File: config.mk
export PLATFORM = sky130hd
export DESIGN_NAME = irq_dest_resolver
export DESIGN_NICKNAME = d
export VERILOG_FILES = /design/src/rtl/irq_dest_pkg.sv /design/src/rtl/msi_field_decoder.sv /design/src/rtl/target_matcher.sv /design/src/rtl/delivery_filter.sv /design/src/rtl/irq_dest_resolver.sv
export SDC_FILE = /design/constraint.sdc
export NUM_CORES = 1
export LEC_CHECK = 0
export BUFFER_PORTS_ARGS = -buffer_cell sky130_fd_sc_hd__buf_2
export CAP_MARGIN = 40
export CORE_MARGIN = 5
export CORE_UTILIZATION = 45
export CTS_CLUSTER_SIZE = 14
export DETAILED_ROUTE_END_ITERATION = 12
export PLACE_DENSITY = 0.8
export RECOVER_POWER = 100
export SETUP_SLACK_MARGIN = 0.1
export SLEW_MARGIN = 30
export SYNTH_ARGS = -nofsm -noshare
export SYNTH_HDL_FRONTEND = slang
export SYNTH_SLANG_ARGS = --single-unit
File: constraint.sdc
create_clock -name clk -period 3.46 [get_ports clk]
set_input_delay 0.346 -clock clk [delete_from_list [all_inputs] [get_ports clk]]
set_output_delay 0.346 -clock clk [all_outputs]
set_load 0.05 [all_outputs]
File: src/rtl/irq_dest_pkg.sv
// Shared types for the interrupt destination resolver.
// Assumes message field widths fixed by the interrupt message format.
package irq_dest_pkg;
    localparam int ID_W    = 8;
    localparam int MODEL_W = 4;

    localparam logic [MODEL_W-1:0] MODEL_FLAT    = 4'hF;
    localparam logic [MODEL_W-1:0] MODEL_CLUSTER = 4'h0;
    localparam logic [ID_W-1:0]    DEST_BCAST    = 8'hFF;

    typedef enum logic [2:0] {
        DLV_FIXED  = 3'd0,
        DLV_LOWEST = 3'd1,
        DLV_SMI    = 3'd2,
        DLV_RSVD3  = 3'd3,
        DLV_NMI    = 3'd4,
        DLV_INIT   = 3'd5,
        DLV_START  = 3'd6,
        DLV_EXT    = 3'd7
    } dlv_mode_e;

    typedef struct packed {
        logic [ID_W-1:0] dest;
        logic            logical;
        logic [1:0]      shorthand;
        dlv_mode_e       mode;
        logic [7:0]      vector;
        logic            trigger;
        logic            level;
    } irq_req_t;
endpackage

File: src/rtl/msi_field_decoder.sv
// Decodes a message-signalled address/data pair into request fields.
// Assumes: shorthand is always 0 and the level bit is treated as asserted.
module msi_field_decoder
    import irq_dest_pkg::*;
(
    input  logic [19:0] msi_addr,
    input  logic [15:0] msi_data,
    output irq_req_t    req
);
    // Field extraction from fixed bit positions.
    always_comb begin
        req           = '0;
        req.dest      = msi_addr[19:12];
        req.logical   = msi_addr[2];
        req.shorthand = 2'd0;
        req.vector    = msi_data[7:0];
        req.mode      = dlv_mode_e'(msi_data[10:8]);
        req.trigger   = msi_data[15];
        req.level     = 1'b1;
    end
endmodule

File: src/rtl/target_matcher.sv
// Per-target destination match for physical, flat-logical and cluster-logical modes.
// Assumes IDs and models are packed target 0 in the least significant slice.
module target_matcher
    import irq_dest_pkg::*;
#(
    parameter int NUM_TGT = 8
) (
    input  logic [ID_W-1:0]            dest,
    input  logic                       logical,
    input  logic [NUM_TGT*ID_W-1:0]    phys_ids,
    input  logic [NUM_TGT*ID_W-1:0]    log_ids,
    input  logic [NUM_TGT*MODEL_W-1:0] models,
    output logic [NUM_TGT-1:0]         match
);
    localparam int NIB = ID_W / 2;

    for (genvar i = 0; i < NUM_TGT; i++) begin : g_tgt
        logic [ID_W-1:0]    pid, lid;
        logic [MODEL_W-1:0] mdl;
        logic               phys_hit, flat_hit, clus_hit;
        assign pid = phys_ids[i*ID_W +: ID_W];
        assign lid = log_ids[i*ID_W +: ID_W];
        assign mdl = models[i*MODEL_W +: MODEL_W];

        // Match terms for each addressing style of this target.
        always_comb begin
            phys_hit = (dest == DEST_BCAST) || (dest == pid);
            flat_hit = (mdl == MODEL_FLAT) && ((dest & lid) != '0);
            clus_hit = (mdl == MODEL_CLUSTER)
                       && (dest[ID_W-1:NIB] == lid[ID_W-1:NIB])
                       && ((dest[NIB-1:0] & lid[NIB-1:0]) != '0);
            match[i] = logical ? (flat_hit || clus_hit) : phys_hit;
        end
    end
endmodule

File: src/rtl/delivery_filter.sv
// Applies delivery-mode gating to a selected target set.
// Assumes the INIT de-assert flag is already decoded by the caller.
module delivery_filter
    import irq_dest_pkg::*;
#(
    parameter int NUM_TGT = 8
) (
    input  logic [NUM_TGT-1:0] sel,
    input  dlv_mode_e          mode,
    input  logic               init_deassert,
    output logic [NUM_TGT-1:0] dlv
);
    logic [NUM_TGT-1:0] lowest;

    // Isolate the lowest set bit of the selection.
    always_comb lowest = sel & (~sel + 1'b1);

    // Mode-dependent delivery set.
    always_comb begin
        if (init_deassert) begin
            dlv = '0;
        end else begin
            unique case (mode)
                DLV_LOWEST: dlv = lowest;
                DLV_RSVD3:  dlv = '0;
                default:    dlv = sel;
            endcase
        end
    end
endmodule

File: src/rtl/irq_dest_resolver.sv
// Top: resolves an interrupt message into a registered per-target delivery mask.
// Assumes at most one request per cycle; result appears one cycle later.
module irq_dest_resolver
    import irq_dest_pkg::*;
#(
    parameter int NUM_TGT = 8,
    parameter int SRC_W   = (NUM_TGT > 1) ? $clog2(NUM_TGT) : 1
) (
    input  logic                       clk,
    input  logic                       rst_n,
    input  logic                       req_valid,
    input  logic                       req_is_msi,
    input  logic [7:0]                 req_dest,
    input  logic                       req_dest_logical,
    input  logic [1:0]                 req_shorthand,
    input  logic [2:0]                 req_dlv_mode,
    input  logic [7:0]                 req_vector,
    input  logic                       req_trigger,
    input  logic                       req_level,
    input  logic [SRC_W-1:0]           req_src,
    input  logic [19:0]                msi_addr,
    input  logic [15:0]                msi_data,
    input  logic [NUM_TGT*8-1:0]       tgt_phys_id,
    input  logic [NUM_TGT*8-1:0]       tgt_log_id,
    input  logic [NUM_TGT*4-1:0]       tgt_model,
    output logic                       out_valid,
    output logic [NUM_TGT-1:0]         out_mask,
    output logic [2:0]                 out_dlv_mode,
    output logic [7:0]                 out_vector,
    output logic                       out_trigger,
    output logic [NUM_TGT*8-1:0]       arb_ids
);
    irq_req_t           msi_req, dir_req, req;
    logic [NUM_TGT-1:0] match, self_mask, sel, dlv;
    logic               init_deassert;

    msi_field_decoder u_msi (
        .msi_addr (msi_addr),
        .msi_data (msi_data),
        .req      (msi_req)
    );

    // Pack the explicit request fields.
    always_comb begin
        dir_req           = '0;
        dir_req.dest      = req_dest;
        dir_req.logical   = req_dest_logical;
        dir_req.shorthand = req_shorthand;
        dir_req.mode      = dlv_mode_e'(req_dlv_mode);
        dir_req.vector    = req_vector;
        dir_req.trigger   = req_trigger;
        dir_req.level     = req_level;
    end

    // Choose the request source.
    always_comb req = req_is_msi ? msi_req : dir_req;

    target_matcher #(.NUM_TGT(NUM_TGT)) u_match (
        .dest     (req.dest),
        .logical  (req.logical),
        .phys_ids (tgt_phys_id),
        .log_ids  (tgt_log_id),
        .models   (tgt_model),
        .match    (match)
    );

    // Shorthand selection of the candidate set.
    always_comb begin
        self_mask = '0;
        self_mask[req_src] = 1'b1;
        unique case (req.shorthand)
            2'd0:    sel = match;
            2'd1:    sel = self_mask;
            2'd2:    sel = '1;
            default: sel = ~self_mask;
        endcase
    end

    // INIT de-assert detection.
    always_comb init_deassert = (req.mode == DLV_INIT) && !req.level && req.trigger;

    delivery_filter #(.NUM_TGT(NUM_TGT)) u_filter (
        .sel           (sel),
        .mode          (req.mode),
        .init_deassert (init_deassert),
        .dlv           (dlv)
    );

    // Output register with one-cycle strobe; fields cleared when idle.
    always_ff @(posedge clk) begin
        if (!rst_n) begin
            out_valid    <= 1'b0;
            out_mask     <= '0;
            out_dlv_mode <= '0;
            out_vector   <= '0;
            out_trigger  <= 1'b0;
        end else begin
            out_valid    <= req_valid;
            out_mask     <= req_valid ? dlv : '0;
            out_dlv_mode <= req_valid ? req.mode : 3'd0;
            out_vector   <= req_valid ? req.vector : 8'd0;
            out_trigger  <= req_valid && req.trigger;
        end
    end

    // Arbitration ID registers, one per target.
    for (genvar i = 0; i < NUM_TGT; i++) begin : g_arb
        // Load the physical ID on an INIT de-assert that selects this target.
        always_ff @(posedge clk) begin
            if (!rst_n)
                arb_ids[i*8 +: 8] <= '0;
            else if (req_valid && init_deassert && sel[i])
                arb_ids[i*8 +: 8] <= tgt_phys_id[i*8 +: 8];
        end
    end
endmodule

==> reports/qor.csv, run 1 <==
stage,metric,value,unit
flow_run,number of max-cap violations,0,
global_routing,grt met3 use,6.97,%
global_routing,largest net degree at the start of global routing,53,
min_path,Hold WC Path Type,input pin to flip-flop,
cts,H-tree levels,3,
placement,routability congestion estimate,0.851,
placement,Post-DP HPWL,15000,um
route,post-route ant nets,0,
placement,cell count after placement,1025,
cts,Clock Sinks,85,
sta,Final TNS setup,0,ns
cts,Worst-path clk slew,0.06,ns
pwr,Clock power frac,37.3,%
route,Routed WL,18500,um
pwr,Logic pwr share,24.2,%
sta,Final Slew Violations,0,
sta,unrepaired setup endpoints after global routing,no,
sta,fmax,322,MHz
cts,post-CTS setup buffers,0,
pwr,Pint,1.84,mW
setup_path,Setup Crit Path Kind,input pin to flip-flop,
global_routing,antenna violations before repair,1,
setup_path,Worst EP required,3.66,ns
route,DR vias,5693,
pwr,Final Power,2.59,mW
global_routing,gr usage total,24.5,%
setup_path,Worst Setup SP,req_is_msi,
placement,I/O Buffers,296,
global_routing,GR peak layer,met2,
floorplanning,die width,120,um
cts,post-CTS sizing,0,
route,TritonRoute pass-1 iters,6,
layout,Final Util,60.9,%
yosys,Synth Instances,588,
pwr,Max rail drop VDD,0.423,mV
floorplanning,Top Ports,312,
route,# DRC,0,
layout,"commonest non-fill, non-tap cells in the layout","buf_2, clkbuf_1, dfxtp_1, nor2_1, mux2i_1",
cts,hold_buf cts,0,
setup_path,R2R depth,2,
sta,final hold vios,0,
cts,clock insertion delay at the later pin of the skew report,0.34,ns
yosys,"FFs w/ async S/R, synth",0,%
floorplanning,# rows,40,
yosys,Post-synth EDFFs,0,
yosys,post-synthesis sequential area ratio,31.2,%
setup_path,register-to-register setup slack,2.76,ns
floorplanning,Starting Density,45.5,%
layout,fin nets,1148,
pwr,PD cells,355,nW/um^2
setup_path,RR Startpoint,arb_ids[55],
yosys,Syn Nets,847,
setup_path,worst setup path endpoint,arb_ids[31],
global_routing,met2 usage,41.3,%
layout,Reg area,1700,um^2
layout,proportion of layout cells with a drive suffix above 1,30.1,%
yosys,Yosys Warn Count,0,
floorplanning,core area,12000,um^2
yosys,Synth Cell Area,5450,um^2
yosys,Synth Flop Type,dfxtp_1,
sta,final critical path time including I/O delays and setup,3.10,ns
yosys,#FFs+latches synth,85,
layout,synth-to-layout area growth,33.8,%
yosys,Mapped Avg Cell Area,9.26,um^2
yosys,Yosys cell types,56,
pwr,Lkg Pwr,2.96,nW
floorplanning,chip height,120,um
pwr,Net Sw Frac,28.8,%
sta,Worst Tran Pin Value,0.785,ns
sta,period utilization,89.7,%
sta,Worst Skew,0,ns
pwr,NetSw,745,uW
setup_path,startpoint types,input pin,
route,Via density,5.47,
sta,Slew HR,47.6,%
setup_path,Worst R2R End,arb_ids[55],
floorplanning,Die Footprint,14400,um^2
cts,clk buf depth,2,
global_routing,residual overflow from global routing,0,
layout,area occupied by multi-input gates,3560,um^2
setup_path,CP Max Fanout,22,
global_routing,number of global-route vias before repair,5518,
pwr,sequential share of power,38.5,%
global_routing,met1 GRT Util,29.8,%
sta,Final Setup Violations,0,
setup_path,critical path endpoint category,flip-flop,
layout,Fillers,1079,
setup_path,CP arrival,3.30,ns
layout,"commonest non-fill, non-tap cell in the layout",buf_2,
cts,CTS root buffer,clkbuf_16,
outcome,status,completed,
layout,Finished Layout Cells,1041,
cts,total CTS buffers,9,
route,routed len/inst,17.8,um
cts,CTS tree,done,
global_routing,first-pass GRT wire length,28000,um
route,first-iteration detailed-routing DRC count,306,
-- worst min-delay path by stage --
stage          slack (ns)            end             from  depth (start not counted)
6_report             0.24  out_vector[3]    req_vector[3]                          3
5_1_grt              0.24  out_vector[3]    req_vector[3]                          3
4_1_cts              0.23  out_vector[3]    req_vector[3]                          3
3_5_place_dp         0.45    arb_ids[57]      arb_ids[57]                          2
3_3_place_gp         0.44    arb_ids[57]      arb_ids[57]                          2
2_1_floorplan        0.49    arb_ids[56]  tgt_phys_id[56]                          2
-- cells by family after synthesis --
logic type / count (synthesis) / share of synthesized area [%]
AO/OA/AOI/OAI: 87 / 12.2
XOR/XNOR: 71 / 11.4
adder cells (fa/ha/maj): 32 / 7.35
buffers and inverters: 33 / 2.96
flip-flops: 85 / 31.2
multiplexers: 80 / 16.6
AND/OR/NAND/NOR: 200 / 18.2
-- cell type report --
type | instances | area share [%]
multi-input cells | 470 | 48.9
inverters | 7 | 0.361
clock inverters | 4 | 0.773
well taps | 147 | 2.52
diodes | 1 | 0.0343
repair buffers | 316 | 20.7
flip-flops and latches | 85 | 23.4
clock buffers | 11 | 3.33
-- worst max-delay path: stages --
cell and delay, ns:
buf_2 0.25, buf_4 0.37, mux2i_2 0.67, xnor2_1 0.14, nor4_1 0.30, nand2_1 0.23
a311oi_4 0.33, clkbuf_2 0.36, mux2i_1 0.23, nor2_1 0.05
-- power groups by stage --
| stage | logic, mW | clock network, mW | registers, mW |
|---|---|---|---|
| CTS | 0.636 | 0.989 | 0.994 |
| floorplan | 0.326 | 0 | 1.06 |
| global route | 0.682 | 1.03 | 0.995 |
| detailed placement | 0.633 | 0 | 1.02 |
| finish | 0.626 | 0.966 | 0.995 |
| global placement | 0.621 | 0 | 1.02 |
-- routing by layer --
metal	wire [um]	share of wire (%)
met3	1540	8.3
met2	8850	48
met4	514	2.8
met1	7630	41
met5	13	0.070
-- synth_stat cells, types with 2 or more instances --
| library cell | count | area, um^2 |
|---|---|---|
| a211oi_1 | 2 | 15.0 |
| a21oi_1 | 18 | 90.1 |
| a221oi_1 | 3 | 26.3 |
| a22oi_1 | 16 | 120 |
| a311oi_4 | 4 | 105 |
| a31o_2 | 5 | 43.8 |
| a31oi_1 | 3 | 18.8 |
| a41oi_1 | 2 | 17.5 |
| and4_1 | 3 | 26.3 |
| buf_2 | 5 | 25.0 |
| buf_6 | 2 | 22.5 |
| clkbuf_1 | 17 | 63.8 |
| dfxtp_1 | 85 | 1700 |
| ha_1 | 32 | 400 |
| inv_1 | 7 | 26.3 |
| mux2_2 | 4 | 45.0 |
| mux2i_1 | 68 | 681 |
| mux2i_4 | 8 | 180 |
| nand2_1 | 41 | 154 |
| nand3_1 | 10 | 50.1 |
| nand4_1 | 10 | 62.6 |
| nor2_1 | 74 | 278 |
| nor2b_1 | 3 | 18.8 |
| nor3_1 | 3 | 15.0 |
| nor3b_1 | 2 | 15.0 |
| nor4_1 | 37 | 231 |
| nor4_2 | 3 | 37.5 |
| o211a_1 | 2 | 20.0 |
| o21ai_0 | 19 | 95.1 |
| o21ai_1 | 2 | 10.0 |
| or2_2 | 2 | 12.5 |
| or3_1 | 3 | 18.8 |
| xnor2_1 | 64 | 561 |
| xor2_1 | 7 | 61.3 |
-- flip-flops by register name, summed over array words and instances, names as in the netlist --
name / count
out_vector: 8
out_valid: 1
out_dlv_mode: 3
arb_ids: 64
out_trigger: 1
out_mask: 8
-- through the flow --
stage               hold slack (ns)  cell area, um^2  setup slack [ns]
CTS                           0.231             7430             0.523
floorplan                     0.488             5450             0.393
detailed placement            0.447             7130             0.159
global placement              0.440             7130             0.179
global route                  0.240             7280             0.125
finish                        0.243             7290             0.358
No activity file was read; power rests on OpenSTA's default activity.
==> inputs of run 2 (changes only) <==
--- a/config.mk
+++ b/config.mk
@@ -11,7 +11,7 @@
 export CORE_UTILIZATION = 45
 export CTS_CLUSTER_SIZE = 14
 export DETAILED_ROUTE_END_ITERATION = 12
-export PLACE_DENSITY = 0.8
+export PLACE_DENSITY = 0.88
 export RECOVER_POWER = 100
 export SETUP_SLACK_MARGIN = 0.1
 export SLEW_MARGIN = 30
==> run 2 against run 1 <==
Net effect:
- sequential share of layout area barely moved
- sequential power barely moved
- maximum frequency rose by 0.70%
- via count rose by 0.69%
==> reports/qor.csv, run 2 (synthesis gave the netlist of run 1 again) <==
stage,metric,value,unit
outcome,status,completed,
route,Via density,5.52,
sta,final critical path time including I/O delays and setup,3.08,ns
layout,synth-to-layout area growth,33.7,%
setup_path,"Largest stage delay, worst path",0.71,ns
setup_path,CP Max Fanout,8,
sta,period utilization,89.0,%
layout,Final Util,60.9,%
sta,final hold vios,0,
floorplanning,Top Ports,312,
placement,Post-DP HPWL,15700,um
global_routing,gr usage total,25.9,%
sta,Worst Skew,0,ns
min_path,Hold WC Path Type,input pin to flip-flop,
cts,Clock Sinks,85,
floorplanning,chip height,120,um
cts,post-CTS sizing,0,
layout,"commonest non-fill, non-tap cell in the layout",buf_2,
layout,"Most flops, register",arb_ids,
cts,total CTS buffers,9,
layout,fin nets,1146,
pwr,PD cells,353,nW/um^2
flow_run,number of max-cap violations,0,
route,DR vias,5732,
global_routing,antenna violations before repair,2,
route,# DRC,0,
sta,Final TNS setup,0,ns
floorplanning,die width,120,um
cts,CTS tree,done,
placement,Placed Area,7110,um^2
layout,proportion of layout cells with a drive suffix above 1,30.4,%
route,routed len/inst,18.6,um
sta,worst hold margin,0.236,ns
layout,"commonest non-fill, non-tap cells in the layout","buf_2, clkbuf_1, dfxtp_1, nor2_1, mux2i_1",
sta,Slew HR,45.1,%
cts,hold_buf cts,0,
setup_path,Setup Crit Path Kind,input pin to flip-flop,
cts,clock insertion delay at the later pin of the skew report,0.34,ns
floorplanning,core area,12000,um^2
cts,CTS root buffer,clkbuf_16,
setup_path,critical path endpoint category,flip-flop,
floorplanning,Die Footprint,14400,um^2
pwr,Lkg Pwr,2.95,nW
floorplanning,Starting Density,45.5,%
sta,Final Setup Violations,0,
layout,Finished Layout Cells,1039,
cts,clk buf depth,2,
route,TritonRoute pass-1 iters,5,
sta,unrepaired setup endpoints after global routing,no,
cts,H-tree levels,3,
setup_path,startpoint types,input pin,
global_routing,largest net degree at the start of global routing,57,
layout,"Design Area, Final",7280,um^2
floorplanning,# rows,40,
placement,I/O Buffers,296,
sta,Worst Tran Pin Value,0.821,ns
layout,# diodes,0,
setup_path,Most Frequent Cell on Critical Path,mux2i_1,
sta,fmax,325,MHz
route,Routed WL,19300,um
global_routing,first-pass GRT wire length,29600,um
layout,Largest regs,"arb_ids x64, out_mask x8, out_vector x8",
global_routing,number of global-route vias before repair,5816,
setup_path,CP arrival,3.28,ns
setup_path,Slowest cell on crit path,a311oi_4,
setup_path,Worst EP required,3.66,ns
cts,post-CTS setup buffers,0,
layout,max reg flops,64,
setup_path,cells along the critical path,"buf_2, buf_4, mux2i_1, inv_1, ha_1, nor4_1, nand2_1, a21oi_1, a221oi_1, a311oi_4, mux2i_1, nor2_1",
pwr,Max rail drop VDD,0.336,mV
route,post-route ant nets,0,
global_routing,residual overflow from global routing,0,
route,first-iteration detailed-routing DRC count,352,
sta,Final Slew Violations,0,
placement,routability congestion estimate,0.840,
cts,Worst-path clk slew,0.06,ns
placement,cell count after placement,1023,
[run 2: final timing paths]
kind                      start            end  slack, ns  depth (start not counted)
setup / recovery     req_is_msi    arb_ids[28]       0.38                         12
hold / removal    req_vector[6]  out_vector[6]       0.24                          3
setup reg to reg    arb_ids[22]    arb_ids[22]       2.77                          2
hold reg to reg     arb_ids[60]    arb_ids[60]       0.46                          2
[run 2: final cells by class]
class / instances / area (um^2)
fill: 1089 / 4680
multi-input combinational: 470 / 3570
sequential: 85 / 1700
timing repair buffer: 314 / 1510
clock buffer: 11 / 253
tap: 147 / 184
clock inverter: 5 / 41.3
inverter: 7 / 26.3
[run 2: worst max-delay path: cells and delay by family]
| family | cells | cell delay (ns) |
|---|---|---|
| compound gates | 3 | 1.03 |
| fa+ha+maj | 1 | 0.33 |
| buf+inv | 3 | 0.68 |
| mux | 2 | 0.52 |
| simple gates | 3 | 0.36 |
[run 2: stage by stage]
stage / setup slack (ns) / total power, mW
after floorplan: 0.393 / 1.39
after global placement: 0.152 / 1.64
after detailed placement: 0.103 / 1.66
after CTS: 0.464 / 2.60
after global routing: 0.178 / 2.70
final: 0.380 / 2.57
[run 2: routing by layer]
| layer | share of wire (%) | routed length (um) | track usage, % | vias to the layer above |
|---|---|---|---|---|
| li1 | - | - | - | 2745 |
| met1 | 39 | 7560 | 30.6 | 2678 |
| met2 | 49 | 9550 | 45.3 | 266 |
| met3 | 9.0 | 1740 | 7.35 | 39 |
| met4 | 2.5 | 476 | 8.02 | 4 |
| met5 | 0.11 | 21 | 0 | - |
[run 2: where the power goes]
group	switching [mW]	internal, mW
registers	0.00347	0.991
logic	0.364	0.271
clock network	0.406	0.534
total	0.774	1.80
==> inputs of run 3 (changes only) <==
--- a/config.mk
+++ b/config.mk
@@ -13,6 +13,7 @@
 export DETAILED_ROUTE_END_ITERATION = 12
 export PLACE_DENSITY = 0.88
 export RECOVER_POWER = 100
+export REMOVE_ABC_BUFFERS = 1
 export SETUP_SLACK_MARGIN = 0.1
 export SLEW_MARGIN = 30
 export SYNTH_ARGS = -nofsm -noshare
==> run 3 against run 2 <==
Net effect:
- register-to-register slack is essentially flat
- utilization is the same
- die area is the same
- count of clock-buffer cells in the layout shrank 2
- routed wire length grew 0.43%
- power shrank 1.2%
- largest power group unchanged
- clock skew is the same
- largest cell class unchanged
- sequential power is essentially flat
- first-iteration DRC count shrank 18%
- maximum frequency grew 1.0%
- cell count grew 0.77%
- non-clock buffer count grew 3
==> reports/qor.csv, run 3 (synthesis gave the netlist of run 1 again) <==
stage,metric,value,unit
pwr,Net Sw Frac,30.8,%
sta,Final Setup Violations,0,
sta,Worst Skew,0,ns
floorplanning,chip height,120,um
sta,unrepaired setup endpoints after global routing,no,
placement,I/O Buffers,296,
sta,Final TNS setup,0,ns
global_routing,number of global-route vias before repair,5832,
route,post-route ant nets,0,
cts,Worst-path clk slew,0.07,ns
placement,Placed Area,7150,um^2
setup_path,startpoint types,input pin,
route,Routed WL,19400,um
sta,Final Slew Violations,0,
sta,worst hold margin,0.236,ns
pwr,Max rail drop VDD,0.368,mV
cts,CTS tree,done,
setup_path,Most Frequent Cell on Critical Path,mux2i_1,
floorplanning,Die Footprint,14400,um^2
pwr,sequential share of power,39.2,%
global_routing,gr usage total,26.1,%
placement,Post-DP HPWL,15800,um
layout,"commonest non-fill, non-tap cells in the layout","buf_2, clkbuf_1, dfxtp_1, nor2_1, mux2i_1",
cts,post-CTS setup buffers,0,
floorplanning,die width,120,um
global_routing,GR peak layer,met2,
setup_path,Setup Crit Path Kind,input pin to flip-flop,
global_routing,met2 usage,44.1,%
cts,Clock Sinks,85,
layout,synth-to-layout area growth,33.7,%
pwr,Lkg Pwr,2.94,nW
cts,hold_buf cts,0,
floorplanning,# rows,40,
global_routing,residual overflow from global routing,0,
route,TritonRoute pass-1 iters,5,
layout,Final Util,60.9,%
placement,routability congestion estimate,0.826,
floorplanning,Top Ports,312,
layout,Largest regs,"arb_ids x64, out_mask x8, out_vector x8",
setup_path,critical path endpoint category,flip-flop,
pwr,Logic pwr share,24.9,%
layout,"commonest non-fill, non-tap cell in the layout",buf_2,
route,# DRC,0,
floorplanning,core area,12000,um^2
sta,fmax,328,MHz
sta,Slew HR,44.5,%
floorplanning,Starting Density,45.5,%
min_path,Hold WC Path Type,input pin to flip-flop,
route,routed len/inst,18.6,um
route,DR vias,5746,
pwr,NetSw,783,uW
global_routing,first-pass GRT wire length,29700,um
cts,CTS root buffer,clkbuf_16,
pwr,Pint,1.76,mW
cts,clock insertion delay at the later pin of the skew report,0.34,ns
global_routing,antenna violations before repair,4,
global_routing,largest net degree at the start of global routing,49,
layout,"Design Area, Final",7280,um^2
sta,Worst Tran Pin Value,0.831,ns
layout,fin nets,1149,
global_routing,met1 GRT Util,30.2,%
min_path,Hold Path Stages,3,
route,Via density,5.49,
cts,total CTS buffers,9,
setup_path,cells along the critical path,"buf_2, mux2i_1, inv_1, ha_1, nor4_1, nand2_1, a21oi_1, a221oi_1, clkbuf_1, a311oi_4, clkbuf_2, mux2i_1, nor2_1",
sta,final hold vios,0,
cts,clk buf depth,2,
cts,post-CTS sizing,0,
setup_path,"Largest stage delay, worst path",0.33,ns
layout,proportion of layout cells with a drive suffix above 1,30.1,%
sta,final critical path time including I/O delays and setup,3.05,ns
route,first-iteration detailed-routing DRC count,290,
setup_path,R2R depth,2,
cts,H-tree levels,3,
layout,"Most flops, register",arb_ids,
flow_run,number of max-cap violations,0,
setup_path,CP arrival,3.26,ns
layout,max reg flops,64,
outcome,status,completed,
setup_path,Worst EP required,3.67,ns
sta,period utilization,88.1,%
setup_path,Slowest cell on crit path,ha_1,
pwr,PD cells,349,nW/um^2
pwr,Final Power,2.54,mW
global_routing,grt met3 use,7.54,%
pwr,Clock power frac,35.9,%
setup_path,CP Max Fanout,8,
-- run 3: cell types whose count changed in the layout (fill, tap and decap cells not counted) --
cell	previous run	this run
a311oi_1	0	1
a311oi_4	4	3
buf_12	0	1
buf_4	17	14
clkbuf_1	86	90
clkbuf_2	1	2
clkbuf_8	2	0
clkinvlp_4	1	3
diode_2	0	5
-- run 3: power groups by stage --
stage | logic, mW | clock network [mW] | registers, mW
final | 0.632 | 0.913 | 0.994
after global routing | 0.691 | 0.980 | 0.995
after CTS | 0.644 | 0.936 | 0.994
after detailed placement | 0.641 | 0 | 1.02
after global placement | 0.622 | 0 | 1.02
after floorplan | 0.300 | 0 | 1.06
-- run 3: worst max-delay path, delay by kind of cell --
kind	cells	cell delay (ns)
simple gates	3	0.43
compound gates	3	0.56
fa+ha+maj	1	0.33
mux	2	0.56
buf+inv	4	1.03
-- run 3: final cells by class --
type	count	area [um^2]
Antenna cell	5	12.5
Clock buffer	9	225
Clock inverter	7	56.3
Fill cell	1107	4680
Inverter	7	26.3
Multi-Input combinational cell	470	3550
Sequential cell	85	1700
Tap cell	147	184
Timing Repair Buffer	317	1520
-- run 3: routing by layer --
metal | wire length (um) | vias to the layer above | part of all wire, %
met1 | 7640 | 2678 | 39
met2 | 9620 | 254 | 49
met4 | 608 | 0 | 3.1
li1 | - | 2763 | -
met3 | 1570 | 51 | 8.1
met5 | 0 | - | 0
-- run 3: metrics by stage --
stage,cells,setup slack [ns]
finish,1047,0.411
global route,1046,0.116
CTS,1042,0.446
detailed placement,1026,0.132
global placement,1026,0.181
floorplan,562,0.558
-- run 3: final timing paths --
path                 start            end  slack, ns
max             req_is_msi    arb_ids[46]       0.41
min          req_vector[6]  out_vector[6]       0.24
max reg2reg    arb_ids[35]    arb_ids[35]       2.77
min reg2reg    arb_ids[63]    arb_ids[63]       0.46
